File: config.mk
export PLATFORM = sky130hd
export DESIGN_NAME = status_stream_tx
export DESIGN_NICKNAME = d
export VERILOG_FILES = /design/src/rtl/stsp_pkg.sv /design/src/rtl/stsp_ctrl.sv /design/src/rtl/stsp_trig.sv /design/src/rtl/stsp_ser.sv /design/src/rtl/status_stream_tx.sv
export SDC_FILE = /design/constraint.sdc
export NUM_CORES = 1
export LEC_CHECK = 0
export CAP_MARGIN = 20
export CORE_ASPECT_RATIO = 1.1
export CORE_UTILIZATION = 56
export CTS_CLUSTER_DIAMETER = 80
export DETAILED_ROUTE_END_ITERATION = 10
export DONT_BUFFER_PORTS = 1
export PLACE_DENSITY = 0.85
export REMOVE_ABC_BUFFERS = 1
export SYNTH_ARGS = -nofsm -noshare
export SYNTH_HDL_FRONTEND = slang
export SYNTH_HIERARCHICAL = 1
export SYNTH_SLANG_ARGS = --single-unit
File: constraint.sdc
create_clock -name clk_i -period 1.8 [get_ports clk_i]
set_input_delay 0.18 -clock clk_i [delete_from_list [all_inputs] [get_ports clk_i]]
set_output_delay 0.18 -clock clk_i [all_outputs]
set_load 0.01 [all_outputs]
File: src/rtl/stsp_pkg.sv
package stsp_pkg;
  localparam int SEQ_W = 6;

  typedef enum logic [1:0] {
    MODE_OFF    = 2'd0,
    MODE_ONCE   = 2'd1,
    MODE_CHANGE = 2'd2,
    MODE_CONT   = 2'd3
  } rep_mode_e;

  typedef enum logic [1:0] {
    ST_IDLE = 2'd0,
    ST_HEAD = 2'd1,
    ST_BODY = 2'd2
  } ser_st_e;
endpackage

File: src/rtl/stsp_ctrl.sv
module stsp_ctrl
  import stsp_pkg::*;
(
  input  logic             clk_i,
  input  logic             rst_ni,
  input  logic             we_i,
  input  logic [7:0]       wd_i,
  input  logic             busy_i,
  input  logic             launch_i,
  output rep_mode_e        mode_o,
  output logic [SEQ_W-1:0] seq_o,
  output logic             once_o,
  output logic             hold_o
);
  logic       sh_v_q;
  logic [7:0] sh_d_q;
  logic [7:0] apply_d;
  logic       apply_en;

  assign apply_en = !busy_i && (we_i || sh_v_q);
  assign apply_d  = we_i ? wd_i : sh_d_q;
  assign hold_o   = sh_v_q;

  always_ff @(posedge clk_i or negedge rst_ni) begin
    if (!rst_ni) begin
      mode_o <= MODE_OFF;
      seq_o  <= '0;
      once_o <= 1'b0;
      sh_v_q <= 1'b0;
      sh_d_q <= '0;
    end else if (we_i && busy_i) begin
      // packet in flight: park the write
      sh_v_q <= 1'b1;
      sh_d_q <= wd_i;
    end else if (apply_en) begin
      mode_o <= rep_mode_e'(apply_d[1:0]);
      seq_o  <= apply_d[7:2];
      once_o <= (apply_d[1:0] == MODE_ONCE);
      sh_v_q <= 1'b0;
    end else if (launch_i) begin
      once_o <= 1'b0;
    end
  end

  AST_DEFER_WRITE: assert property (@(posedge clk_i) disable iff (!rst_ni)
    (busy_i && we_i) |=> ($stable(mode_o) && $stable(seq_o)));
endmodule

File: src/rtl/stsp_trig.sv
module stsp_trig
  import stsp_pkg::*;
#(
  parameter int PAY_W = 2
) (
  input  logic             clk_i,
  input  logic             rst_ni,
  input  rep_mode_e        mode_i,
  input  logic             once_i,
  input  logic             hold_i,
  input  logic             idle_i,
  input  logic [PAY_W-1:0] pay_i,
  output logic             launch_o
);
  logic [PAY_W-1:0] last_q;
  logic             due;

  always_comb begin
    unique case (mode_i)
      MODE_ONCE:   due = once_i;
      MODE_CHANGE: due = (pay_i != last_q);
      MODE_CONT:   due = 1'b1;
      default:     due = 1'b0;
    endcase
  end

  assign launch_o = idle_i && !hold_i && due;

  always_ff @(posedge clk_i or negedge rst_ni) begin
    if (!rst_ni)       last_q <= '0;
    else if (launch_o) last_q <= pay_i;
  end
endmodule

File: src/rtl/stsp_ser.sv
module stsp_ser
  import stsp_pkg::*;
#(
  parameter int         PAY_W       = 2,
  parameter logic [7:0] STATUS_ADDR = 8'h04
) (
  input  logic             clk_i,
  input  logic             rst_ni,
  input  logic             launch_i,
  input  logic [SEQ_W-1:0] seq_i,
  input  logic [PAY_W-1:0] pay_i,
  input  logic             start_i,
  output logic [7:0]       ad_o,
  output logic             rq_o,
  output logic             idle_o
);
  localparam int WORD_W = SEQ_W + PAY_W;
  localparam int NBYTES = (WORD_W + 7) / 8;
  localparam int IDX_W  = $clog2(NBYTES + 1);
  localparam logic [IDX_W-1:0] LAST_IDX = IDX_W'(NBYTES - 1);
  localparam logic             MULTI    = (NBYTES > 1);

  ser_st_e               st_q;
  logic [NBYTES*8-1:0]   word_q;
  logic [NBYTES*8-1:0]   word_d;
  logic [IDX_W-1:0]      idx_q;

  assign word_d = (NBYTES*8)'({seq_i, pay_i});
  assign idle_o = (st_q == ST_IDLE);

  always_ff @(posedge clk_i or negedge rst_ni) begin
    if (!rst_ni) begin
      st_q   <= ST_IDLE;
      word_q <= '0;
      idx_q  <= '0;
      ad_o   <= '0;
      rq_o   <= 1'b0;
    end else begin
      unique case (st_q)
        ST_IDLE: if (launch_i) begin
          st_q   <= ST_HEAD;
          word_q <= word_d;
          idx_q  <= '0;
          ad_o   <= STATUS_ADDR;
          rq_o   <= 1'b1;
        end
        ST_HEAD: if (start_i) begin
          st_q  <= ST_BODY;
          ad_o  <= word_q[7:0];
          rq_o  <= MULTI;
          idx_q <= IDX_W'(1);
        end
        ST_BODY: begin
          if (!rq_o) begin
            // final byte has been on the bus
            st_q <= ST_IDLE;
            ad_o <= '0;
          end else begin
            ad_o  <= word_q[8*idx_q +: 8];
            rq_o  <= (idx_q != LAST_IDX);
            idx_q <= idx_q + IDX_W'(1);
          end
        end
        default: st_q <= ST_IDLE;
      endcase
    end
  end

  AST_HEAD_HOLD: assert property (@(posedge clk_i) disable iff (!rst_ni)
    (st_q == ST_HEAD && !start_i) |=> (rq_o && ad_o == STATUS_ADDR));
  AST_HEAD_FIRST: assert property (@(posedge clk_i) disable iff (!rst_ni)
    $rose(rq_o) |-> (ad_o == STATUS_ADDR));
  AST_TAIL_CLEAR: assert property (@(posedge clk_i) disable iff (!rst_ni)
    (st_q == ST_BODY && !rq_o) |=> (!rq_o && ad_o == 8'h00));
endmodule

File: src/rtl/status_stream_tx.sv
module status_stream_tx
  import stsp_pkg::*;
#(
  parameter int         PAY_W       = 2,
  parameter logic [7:0] STATUS_ADDR = 8'h04
) (
  input  logic             clk_i,
  input  logic             rst_ni,
  input  logic             ctrl_we_i,
  input  logic [7:0]       ctrl_wd_i,
  input  logic [PAY_W-1:0] pay_i,
  input  logic             start_i,
  output logic [7:0]       ad_o,
  output logic             rq_o
);
  rep_mode_e        mode;
  logic [SEQ_W-1:0] seq;
  logic             once, hold, idle, launch;

  stsp_ctrl u_ctrl (
    .clk_i   (clk_i),
    .rst_ni  (rst_ni),
    .we_i    (ctrl_we_i),
    .wd_i    (ctrl_wd_i),
    .busy_i  (!idle),
    .launch_i(launch),
    .mode_o  (mode),
    .seq_o   (seq),
    .once_o  (once),
    .hold_o  (hold)
  );

  stsp_trig #(.PAY_W(PAY_W)) u_trig (
    .clk_i   (clk_i),
    .rst_ni  (rst_ni),
    .mode_i  (mode),
    .once_i  (once),
    .hold_i  (hold),
    .idle_i  (idle),
    .pay_i   (pay_i),
    .launch_o(launch)
  );

  stsp_ser #(.PAY_W(PAY_W), .STATUS_ADDR(STATUS_ADDR)) u_ser (
    .clk_i   (clk_i),
    .rst_ni  (rst_ni),
    .launch_i(launch),
    .seq_i   (seq),
    .pay_i   (pay_i),
    .start_i (start_i),
    .ad_o    (ad_o),
    .rq_o    (rq_o),
    .idle_o  (idle)
  );

  AST_OFF_QUIET: assert property (@(posedge clk_i) disable iff (!rst_ni)
    (mode == MODE_OFF && idle) |=> !rq_o);
  AST_ONCE_CONSUMED: assert property (@(posedge clk_i) disable iff (!rst_ni)
    (launch && mode == MODE_ONCE && !ctrl_we_i) |=> !once);
endmodule

==> flow_summary.yaml, run 1 <==
final_layout:
  area.growth.synth_to_final_pct: 16.8
  fin_cells: 204
  nets: 190
  diodes: 0
  seqCellArea_mm2: 0.00100
  multi_input_area_um2: 911
  drive_above_1_share_pct: 29.4
  fillers: 219
setup_path:
  crit_arrival_ns: 2.10
  crit_path_start_kind: "flip-flop"
  critical_path.endpoint: "u_ser/st_q[1]$_DFFE_PN0P_"
  regToRegSetupSlack_ns: -0.07
  critPathKind: "flip-flop to flip-flop"
  endpoint_kind: "flip-flop"
  required_ns: 2.03
  reg2reg_depth: 7
  crit_fanout: 6
  r2r_end: "u_ser/st_q[1]$_DFFE_PN0P_"
  r2r_start: "u_ser/st_q[0]$_DFFE_PN0P_"
  crit_start: "u_ser/st_q[0]$_DFFE_PN0P_"
yosys:
  synth-seq-cells: 40
  synthArstFlopShare_pct: 100
  synth_cells: 144
  synthFlopType: "dfrtp_1"
  synth_top_family_by_area: "multiplexers"
  synth_most_common_cell: "dfrtp_1"
  synth_compound_area_share_pct: 12.2
  synthSimpleGateAreaFrac_pct: 10.2
  ys_warn_count: 6
  synthTopCellsByArea: "dfrtp_1, mux2_4, mux2_2, a32o_1, mux2i_1"
  yosys.area_share.adder_pct: 3.90
  synthDistinctLibCells: 33
  synth_common_cells: "dfrtp_1, nand2_1, mux2_2"
  avgSynthCellArea_um2: 13.4
  synth-seq-area-share_pct: 51.9
  yosysTopAreaCellShare_pct: 51.9
  synthXorXnorAreaFrac_pct: 0.909
  synthesis.area_mm2: 0.00193
  yosysTopAreaCell: "dfrtp_1"
  muxShareOfSynthArea_pct: 17.9
  synth_edf_count: 0
clock_tree:
  clock_path_buffers: 2
  clk_pin_slew_ns: 0.12
  cts_sinks: 40
  htreeDepth: 2
  clk_latency_ns: 0.35
  cts_tree: "done"
  root_buffer: "clkbuf_4"
  cts_made_buffers: 5
floorplanning:
  core_area_mm2: 0.00315
  chipHeight_um: 63.5
  ios: 23
  initial_core_util_pct: 61.1
  dieArea_mm2: 0.00368
  num_rows: 21
  fp.dieW_um: 57.9
global_route:
  grt_usage_pct: 23.7
  gr-usage-met2_pct: 40.5
  grt_pass1_wl_mm: 6.38
  grt_max_degree: 41
  grt-ovfl-total: 0
  antenna_found_initial: 0
  use_met3_pct: 5.13
  met1_usage_pct: 26.9
  grt_pass1_vias: 1349
  top_usage_layer: "met2"
sta:
  slew_headroom_pct: 74.8
  worst_slew_pin_slew_ns: 0.377
  drv_slew: 0
  fin_crit_ns: 1.87
  post-route-period-util_pct: 104
  skew_ns: 0.0140
  fin_tns_setup_ns: -0.180
  setup_viol_count_final: 11
  fmax_mhz: 535
  rsz0062_at_grt: "true"
  setup_ws_ns: -0.0678
  finalHoldViolCount: 0
  hold_ws_ns: 0.0254
power_and_ir_drop:
  power.total_w: 0.00404
  p_leak_nw: 1.05
  powerDensity_mw_per_mm2: 1790
  vdd_ir_drop_max_v: 0.000935
job:
  drv_cap: 0
route:
  vias_per_cell: 6.03
  firstDrtPassIters: 7
  wirelength_mm: 3.85
  via_count: 1230
  drc: 2
  ant_nets: 0
  routedWlPerCell_um: 18.9
  dr.first_iter.drc_count: 84
placed_design:
  port_buffers: 0
  dp.cells: 179
  dp_slack_ns: -0.143
  dp_hpwl_mm: 2.52
  gp_congestion: 0.801
run_status:
  status: "complete, but fails checks"
  violations: "DRC, setup timing"
min_path:
  hold_class: "input pin to flip-flop"
[critical path, cell delays in order, from the launching register on]
cell and delay [ns]:
dfrtp_1 0.41, inv_2 0.09, ha_4 0.14, nor3b_4 0.22, o31a_1 0.26, nand2b_4 0.23
nand3_4 0.09, mux2_4 0.31
[registers in the layout, indices dropped and copies added, names as in the netlist]
| name | flops |
|---|---|
| u_ser/rq_o | 1 |
| u_ser/st_q | 2 |
| u_ser/ad_o | 8 |
| u_ctrl/seq_o | 6 |
| u_ctrl/once_o | 1 |
| u_ser/idx_q | 1 |
| u_ser/word_q | 8 |
| u_trig/last_q | 2 |
| u_ctrl/sh_d_q | 8 |
| u_ctrl/hold_o | 1 |
| u_ctrl/mode_o | 2 |
[cells by family after synthesis]
kind of cell	count (synthesis)
compound gates	28
xor+xnor	2
fa+ha+maj	6
buf+inv	9
flops	40
mux	29
simple gates	30
[power breakdown]
group / total, W / leakage, nW / internal [W] / switching, W
clock: 0.000495 / 0.0374 / 0.000222 / 0.000274
sequential: 0.00166 / 0.500 / 0.00133 / 0.000330
combinational: 0.00188 / 0.514 / 0.000968 / 0.000911
[per-layer routing]
layer  part of all wire [%]  routed length, um  vias up
met5                      0                  0        -
met4                    2.8                107        0
met3                    4.4                169       11
met2                     52               2010       41
met1                     41               1560      603
li1                       -                  -      575
[metrics by stage]
step,utilization [%],area [um^2]
floorplan,-,1890
global placement,62.3,1970
detailed placement,62.3,1970
CTS,71.1,2240
global route,71.3,2250
finish,71.3,2250
[area by class of cell]
class / instances / area share (%)
clock buffers: 7 / 2.89
inverters: 6 / 1.00
well taps: 34 / 1.89
multi-input cells: 95 / 40.5
flip-flops and latches: 40 / 44.5
repair buffers: 22 / 9.23
[worst min path at each step]
stage,start,to,slack [ns],cells after the start
global route,ctrl_wd_i[7],u_ctrl/seq_o[5]$_DFFE_PN0P_,0.02,2
finish,ctrl_wd_i[7],u_ctrl/seq_o[5]$_DFFE_PN0P_,0.03,2
global placement,rst_ni,u_ser/idx_q$_DFFE_PN0P_,-0.11,0
detailed placement,rst_ni,u_ser/ad_o[2]$_DFFE_PN0P_,-0.11,0
floorplan,rst_ni,u_ctrl/hold_o$_DFFE_PN0P_,-0.12,0
CTS,ctrl_wd_i[7],u_ctrl/seq_o[5]$_DFFE_PN0P_,0.02,2
[placed cells by master, fill, tap and decap left out, types with 2 or more instances in the layout]
cell / instances
a32o_1: 9
mux2_4: 9
ha_1: 5
clkbuf_8: 2
xor2_1: 2
nand2_1: 11
o21ai_0: 8
buf_4: 9
clkbuf_4: 5
inv_2: 2
mux2i_1: 9
mux2_1: 2
o2111ai_1: 2
dfrtp_1: 40
mux2_2: 9
dlygate4sd3_1: 12
nand3_4: 2
nor2b_1: 8
inv_1: 4
[repair_timing]
action,CTS,global route
resized for setup,9,0
hold buffers,13,0
endpoints found under the setup margin,19,20
endpoints found under the hold margin,53,0
pin swaps,2,0
buffers inserted,4,1
Power figures use the tool's default switching activity.
==> run 2: changes to the inputs <==
- CAP_MARGIN: 20 -> default
- CORE_UTILIZATION: 56 -> 60
- PLACE_DENSITY: 0.85 -> 0.87
- SKIP_CTS_REPAIR_TIMING: default -> 1
- clock period: 1.8 -> 2.1 ns (I/O delays scaled with it)
==> flow_summary.yaml, run 2 (same netlist as run 1, synthesis figures left out) <==
run_status:
  status: "complete, no violations"
power_and_ir_drop:
  p_leak_nw: 1.00
  switching_share_pct: 37.6
  internal_power_w: 0.00200
  combPwrFrac_pct: 42.3
  seq_power_share_pct: 44.8
  p_clk_share_pct: 12.9
  vdd_ir_drop_max_v: 0.00116
  powerDensity_mw_per_mm2: 1480
  power_switching_w: 0.00121
global_route:
  grt_pass1_wl_mm: 5.15
  grt_pass1_vias: 1145
  grt-ovfl-total: 0
  antenna_found_initial: 0
  grt_usage_pct: 20.3
  grt_max_degree: 41
min_path:
  hold_class: "input pin to flip-flop"
sta:
  fmax_mhz: 500
  slew_headroom_pct: 75.7
  post-route-period-util_pct: 95.2
  fin_tns_setup_ns: 0
  rsz0062_at_grt: "false"
  finalHoldViolCount: 0
  drv_slew: 0
  setup_viol_count_final: 0
  worst_slew_pin_slew_ns: 0.363
  skew_ns: 0.0158
  fin_crit_ns: 2.00
final_layout:
  mostFrequentLayoutCell: "dfrtp_1"
  area.growth.synth_to_final_pct: 12.2
  nets: 182
  diodes: 0
  reg_top3: "u_ctrl/sh_d_q x8, u_ser/ad_o x8, u_ser/word_q x8"
  layout_common_cells: "dfrtp_1, dlygate4sd3_1, nand2_1"
  fin_cells: 197
  drive_above_1_share_pct: 23.9
  fillers: 210
clock_tree:
  cts_tree: "done"
  clk_pin_slew_ns: 0.12
  clk_latency_ns: 0.34
  htreeDepth: 2
  clock_path_buffers: 2
  cts_sinks: 40
  root_buffer: "clkbuf_4"
  cts_made_buffers: 5
route:
  dr_wl_met2_mm: 1.74
  ant_nets: 0
  wl_met1_mm: 1.50
  routedWlPerCell_um: 17.5
  via_count: 1195
  dr_wl_met3_um: 134
  dr.first_iter.drc_count: 34
  drc: 0
  firstDrtPassIters: 4
  highest_layer: "met4"
  vias_per_cell: 6.07
  wirelength_mm: 3.44
setup_path:
  required_ns: 2.34
  crit_arrival_ns: 2.24
  regToRegSetupSlack_ns: 0.10
  critPathKind: "flip-flop to flip-flop"
  crit_fanout: 6
  crit_path_start_kind: "flip-flop"
  endpoint_kind: "flip-flop"
floorplanning:
  fp.dieW_um: 56.0
  core_area_mm2: 0.00305
  num_rows: 21
  dieArea_mm2: 0.00344
  initial_core_util_pct: 63.2
  ios: 23
  chipHeight_um: 61.4
placed_design:
  port_buffers: 0
  dp_hpwl_mm: 2.33
  dp.cells: 176
  gp_congestion: 0.887
job:
  drv_cap: 0
-- run 2: cell types whose count changed in the layout (fill, tap and decap cells not counted), sizes merged --
cell | before | now
buf | 10 | 2
clkbuf | 7 | 6
clkinvlp | 0 | 2
-- run 2: final cells by class --
| class | instances | area, um^2 | area share [%] |
|---|---|---|---|
| tap | 34 | 42.5 | 1.97 |
| sequential | 40 | 1000 | 46.3 |
| multi-input combinational | 95 | 875 | 40.5 |
| timing repair buffer | 14 | 155 | 7.18 |
| inverter | 6 | 22.5 | 1.04 |
| clock buffer | 6 | 51.3 | 2.37 |
| clock inverter | 2 | 15.0 | 0.694 |
-- run 2: path summary, 6_finish.rpt --
kind | end | startpoint | depth (start not counted)
min in group asynchronous | u_ser/idx_q$_DFFE_PN0P_ | rst_ni | 2
hold reg to reg | u_ctrl/seq_o[2]$_DFFE_PN0P_ | u_ctrl/seq_o[2]$_DFFE_PN0P_ | 2
setup / recovery | u_ser/st_q[0]$_DFFE_PN0P_ | u_ser/st_q[0]$_DFFE_PN0P_ | 7
setup reg to reg | u_ser/st_q[0]$_DFFE_PN0P_ | u_ser/st_q[0]$_DFFE_PN0P_ | 7
hold / removal | u_ctrl/seq_o[5]$_DFFE_PN0P_ | ctrl_wd_i[7] | 2
max in group asynchronous | u_trig/last_q[0]$_DFFE_PN0P_ | rst_ni | 2
-- run 2: stage by stage --
step | cell area, um^2 | hold WS (ns) | util (%) | power [W] | setup slack [ns]
finish | 2160 | 0.0647 | 70.9 | 0.00320 | 0.101
global route | 2160 | 0.0459 | 70.9 | 0.00341 | 0.00822
CTS | 2010 | -0.476 | 65.9 | 0.00316 | 0.0444
detailed placement | 1940 | -0.0849 | 63.8 | 0.00275 | 0.0717
global placement | 1940 | -0.0848 | 63.8 | 0.00263 | 0.252
floorplan | 1890 | -0.0856 | - | 0.00245 | 0.233
-- run 2: per-layer routing --
metal,GRT usage [%],up-vias
met5,0,-
li1,-,551
met4,12.2,0
met3,5.25,9
met2,34.5,33
met1,23.7,602
-- run 2: power by group through the flow --
stage	registers [W]	clock network (W)	logic [W]
after global routing	0.00148	0.000457	0.00147
after floorplan	0.00137	0	0.00108
after CTS	0.00143	0.000423	0.00130
after detailed placement	0.00145	0	0.00129
after global placement	0.00142	0	0.00122
final	0.00143	0.000412	0.00136
-- run 2: worst max-delay path: stages (launching register included) --
cell and delay (ns):
dfrtp_1 0.45, inv_1 0.14, ha_1 0.21, nor3b_4 0.25, o31a_1 0.23, nand2b_4 0.18
nand3_1 0.14, mux2_2 0.31
